==> config.mk <==
export PLATFORM = sky130hd
export DESIGN_NAME = csel_adder
export DESIGN_NICKNAME = d
export VERILOG_FILES = /design/src/rtl/csa_pkg.sv /design/src/rtl/csa_ripple.sv /design/src/rtl/csa_sel_block.sv /design/src/rtl/csa_inc_block.sv /design/src/rtl/csel_adder.sv
export SDC_FILE = /design/constraint.sdc
export NUM_CORES = 1
export LEC_CHECK = 0
export ABC_CLOCK_PERIOD_IN_PS = 46900
export BUFFER_PORTS_ARGS = -buffer_cell sky130_fd_sc_hd__buf_2
export CORE_MARGIN = 1.5
export CORE_UTILIZATION = 40
export DETAILED_ROUTE_END_ITERATION = 10
export PLACE_DENSITY = 0.91
export SLEW_MARGIN = 25
export SYNTH_ARGS = -nofsm -noshare
export SYNTH_HDL_FRONTEND = slang
export SYNTH_SLANG_ARGS = --single-unit
export TNS_END_PERCENT = 5
==> constraint.sdc <==
create_clock -name vclk -period 46.9
set_input_delay 11.725 -clock vclk [all_inputs]
set_output_delay 11.725 -clock vclk [all_outputs]
set_load 0.02 [all_outputs]
==> src/rtl/csa_pkg.sv <==
package csa_pkg;
  function automatic int blk_raw_w(int k, int first, int step);
    return first + k * step;
  endfunction

  function automatic int blk_count(int width, int first, int step);
    int acc = 0;
    int n = 0;
    while (acc < width) begin
      acc += blk_raw_w(n, first, step);
      n++;
    end
    return n;
  endfunction

  function automatic int blk_lsb(int k, int first, int step);
    int acc = 0;
    for (int j = 0; j < k; j++) acc += blk_raw_w(j, first, step);
    return acc;
  endfunction

  function automatic int blk_w(int k, int width, int first, int step);
    int raw = blk_raw_w(k, first, step);
    int rem = width - blk_lsb(k, first, step);
    return (raw < rem) ? raw : rem;
  endfunction
endpackage

==> src/rtl/csa_ripple.sv <==
module csa_ripple #(
  parameter int W = 4
) (
  input  logic [W-1:0] a_i,
  input  logic [W-1:0] b_i,
  input  logic         c_i,
  output logic [W-1:0] sum_o,
  output logic         c_o
);
  logic [W:0] c;

  always_comb begin
    c[0] = c_i;
    for (int i = 0; i < W; i++) begin
      sum_o[i] = a_i[i] ^ b_i[i] ^ c[i];
      c[i+1]   = (a_i[i] & b_i[i]) | ((a_i[i] ^ b_i[i]) & c[i]);
    end
  end

  assign c_o = c[W];
endmodule

==> src/rtl/csa_sel_block.sv <==
module csa_sel_block #(
  parameter int W = 4
) (
  input  logic [W-1:0] a_i,
  input  logic [W-1:0] b_i,
  input  logic         c_i,
  output logic [W-1:0] sum_o,
  output logic         c_o
);
  logic [W-1:0] sum_z, sum_n;
  logic         c_z, c_n;

  csa_ripple #(.W(W)) i_rip_z (.a_i(a_i), .b_i(b_i), .c_i(1'b0), .sum_o(sum_z), .c_o(c_z));
  csa_ripple #(.W(W)) i_rip_n (.a_i(a_i), .b_i(b_i), .c_i(1'b1), .sum_o(sum_n), .c_o(c_n));

  // late carry only steers the mux
  assign sum_o = c_i ? sum_n : sum_z;
  assign c_o   = c_i ? c_n   : c_z;
endmodule

==> src/rtl/csa_inc_block.sv <==
module csa_inc_block #(
  parameter int W = 4
) (
  input  logic [W-1:0] p_i,
  input  logic [W-1:0] g_i,
  input  logic         c_i,
  output logic [W-1:0] carry_o,
  output logic         c_o
);
  logic [W:0] grp_g, grp_p;

  // carry-0 prefix group generate and group propagate from block lsb
  always_comb begin
    grp_g[0] = 1'b0;
    grp_p[0] = 1'b1;
    for (int i = 0; i < W; i++) begin
      grp_g[i+1] = g_i[i] | (p_i[i] & grp_g[i]);
      grp_p[i+1] = p_i[i] & grp_p[i];
    end
  end

  // increment: G(i-1:j) | P(i-1:j) & Cj
  assign carry_o = grp_g[W-1:0] | (grp_p[W-1:0] & {W{c_i}});
  assign c_o     = grp_g[W] | (grp_p[W] & c_i);
endmodule

==> src/rtl/csel_adder.sv <==
module csel_adder
  import csa_pkg::*;
#(
  parameter int WIDTH     = 32,
  parameter int BLK_FIRST = 4,
  parameter int BLK_STEP  = 0,
  parameter bit INCR_MODE = 1'b0
) (
  input  logic [WIDTH-1:0] a_i,
  input  logic [WIDTH-1:0] b_i,
  input  logic             c_i,
  output logic [WIDTH-1:0] sum_o,
  output logic             c_o
);
  localparam int NBLK = blk_count(WIDTH, BLK_FIRST, BLK_STEP);

  logic [NBLK:0] blk_c;

  assign blk_c[0] = c_i;
  assign c_o      = blk_c[NBLK];

  if (INCR_MODE) begin : g_inc
    logic [WIDTH-1:0] p, g, cvec;

    assign p     = a_i ^ b_i;
    assign g     = a_i & b_i;
    assign sum_o = p ^ cvec;

    for (genvar k = 0; k < NBLK; k++) begin : g_blk
      localparam int LSB = blk_lsb(k, BLK_FIRST, BLK_STEP);
      localparam int W   = blk_w(k, WIDTH, BLK_FIRST, BLK_STEP);
      csa_inc_block #(.W(W)) i_blk (
        .p_i    (p[LSB +: W]),
        .g_i    (g[LSB +: W]),
        .c_i    (blk_c[k]),
        .carry_o(cvec[LSB +: W]),
        .c_o    (blk_c[k+1])
      );
    end
  end else begin : g_sel
    for (genvar k = 0; k < NBLK; k++) begin : g_blk
      localparam int LSB = blk_lsb(k, BLK_FIRST, BLK_STEP);
      localparam int W   = blk_w(k, WIDTH, BLK_FIRST, BLK_STEP);
      if (k == 0) begin : g_first
        csa_ripple #(.W(W)) i_rip (
          .a_i  (a_i[LSB +: W]),
          .b_i  (b_i[LSB +: W]),
          .c_i  (blk_c[k]),
          .sum_o(sum_o[LSB +: W]),
          .c_o  (blk_c[k+1])
        );
      end else begin : g_rest
        csa_sel_block #(.W(W)) i_sel (
          .a_i  (a_i[LSB +: W]),
          .b_i  (b_i[LSB +: W]),
          .c_i  (blk_c[k]),
          .sum_o(sum_o[LSB +: W]),
          .c_o  (blk_c[k+1])
        );
      end
    end
  end
endmodule

==> metrics.md <==
| Metric | Value |
|---|---|
| FF+latch count | `0` |
| Post-Syn Area | `908.4 um2` |
| Status | `complete, no violations` |
| Least-Margin Pin Slew | `209.9 ps` |
| Grt total ovfl | `0` |
| Clock buffer cells | `0` |
| Final core utilization | `66.09%` |
| Pre-Repair DR Iteration Count | `4` |
| Final hold violations | `0` |
| DP Wirelength | `2.186 mm` |
| Synthesis Warnings | `0` |
| F_max | `28.69 MHz` |
| Final Max Tran Viols | `0` |
| Ant. Diodes | `0` |
| Placed instance count | `210` |
| Post-route DRC | `0` |
| Vias | `912` |
| Cell mode on critical path | `fa_1` |
| Gr usage total | `17.97%` |
| Total power per unit cell area | `17.32 nW/um2` |
| Kind of critical path | `input port to primary output` |
| Most frequent cells in the layout | `buf_2 (98), inv_1 (28), fa_1 (25)` |
| Vias in the first global route | `965` |
| Leading post-synthesis cells by cell area | `fa_1 (55%), ha_1 (19%), inv_1 (12%), xor2_1 (6.7%), mux2i_1 (4.4%)` |
| Initial antenna violation count | `0` |
| Share of the synthesized area in the top cell type | `55.10%` |
| Startpoint type of the worst setup path | `input port` |
| IO buf count | `98` |
| Detailed Route Iter0 Violations | `2` |
| CP max FO | `3` |
| Period utilisation layout | `74.31%` |
| Data required time of the worst path | `35170 ps` |
| Post-synthesis sequential area ratio | `0%` |
| Net count after synthesis | `188` |
| Die Area | `2566 um2` |
| Drt total wl | `2.201 mm` |
| Post-layout nets | `288` |
| Dominant cell type by area after synthesis | `fa_1` |
| CP max-delay cell | `fa_1` |
| Post-CTS Resized | `0` |
| VDD IR max | `10.62 uV` |
| Critical path arrival | `23130 ps` |
| Layout cells sized above 1 | `53.85%` |
| Avg Synthesized Cell Area | `10.81 um2` |
| ANT nets after route | `0` |
| Die X | `50.66 um` |
| WL per Instance | `10.48 um` |
| Relative slew margins | `85.61%` |
| Worst Hold Launch | `b_i[22]` |
| Fin cells | `210` |
| Core area | `2170 um2` |
| Die Y-Extent | `50.66 um` |
| Largest net degree at the start of global routing | `4` |
| Hold Crit Class | `input port to primary output` |
| Initial core utilization | `41.87%` |
| Number of max-cap violations | `0` |
| Critical Path End Type | `primary output` |
| Critical Path Source | `b_i[0]` |
| Rows | `17` |
| Mapped Cells | `84` |
| Min Tclk post-route | `34850 ps` |
| Yosys cell types | `7` |
| Fin Setup TNS | `0 ps` |
| RSZ-0062 raised after global routing | `no` |
| Delay of the slowest critical-path stage | `430 ps` |
| P&R area growth vs syn | `57.85%` |
| Leakage | `0.8797 nW` |
| Commonest non-fill, non-tap cell in the layout | `buf_2` |
| CTS Hold Bufs | `0` |
| Hold Slack | `23830 ps` |
| Global-route wire length before repair | `3.650 mm` |
| Sequential Area | `0 um2` |
| Gp weighted congestion | `0.7442` |
| Setup Fix Bufs, Post-CTS | `0` |
| Avg Vias per Cell | `4.343` |
| Final setup violation count | `0` |
| I/O pins | `98` |
[critical path: cells and delay by family]
kind                     cells  cell delay [ps]
multiplexers                 4              650
AND/OR/NAND/NOR              3              340
adder cells (fa/ha/maj)     25             9720
buffers and inverters        6              500
AO/OA/AOI/OAI                3              180
[Yosys cell counts (all sizes together)]
master,number
fa,25
ha,14
a21oi,3
inv,28
xor2,7
mux2i,4
nor2,3
[report_power, final]
part           internal [mW]  switching, mW
Combinational        0.00971         0.0151
Clock                      0              0
Sequential                 0              0
[cells by family after synthesis]
kind of cell               after synthesis  synth area share (%)
buffers and inverters                   28                 11.57
adders and majority gates               39                 74.38
xor gates and xnor gates                 7                 6.749
muxes                                    4                 4.408
and+or+nand+nor                          3                 1.240
AOI/OAI and AO/OA                        3                 1.652
[through the flow]
stage | instance area [um2] | power, mW | setup slack (ps)
5_1_grt | 1434 | 0.02761 | 11530
3_3_place_gp | 1434 | 0.02458 | 12150
3_5_place_dp | 1434 | 0.02512 | 12040
4_1_cts | 1434 | 0.02526 | 12010
2_1_floorplan | 908.4 | 0.01736 | 12620
6_report | 1434 | 0.02483 | 12050
[cell type report]
| type | count | area, um2 |
|---|---|---|
| multi-input combinational | 56 | 803.3 |
| inverter | 28 | 105.1 |
| timing repair buffer | 98 | 490.5 |
| tap | 28 | 35.03 |
| fill | 187 | 735.7 |
[final timing paths]
check / end / depth (start not counted)
worst min-delay path: sum_o[22] / 3
worst max-delay path: sum_o[31] / 41
[metal layers]
| metal | vias up | wire length (um) | track usage, % |
|---|---|---|---|
| met5 | - | 0 | 0 |
| met4 | 0 | 0 | 0 |
| met3 | 0 | 325 | 4.167 |
| met2 | 68 | 1186 | 38.60 |
| met1 | 410 | 689 | 17.94 |
| li1 | 434 | - | - |
Note: power is estimated with default switching activity, not from simulation.
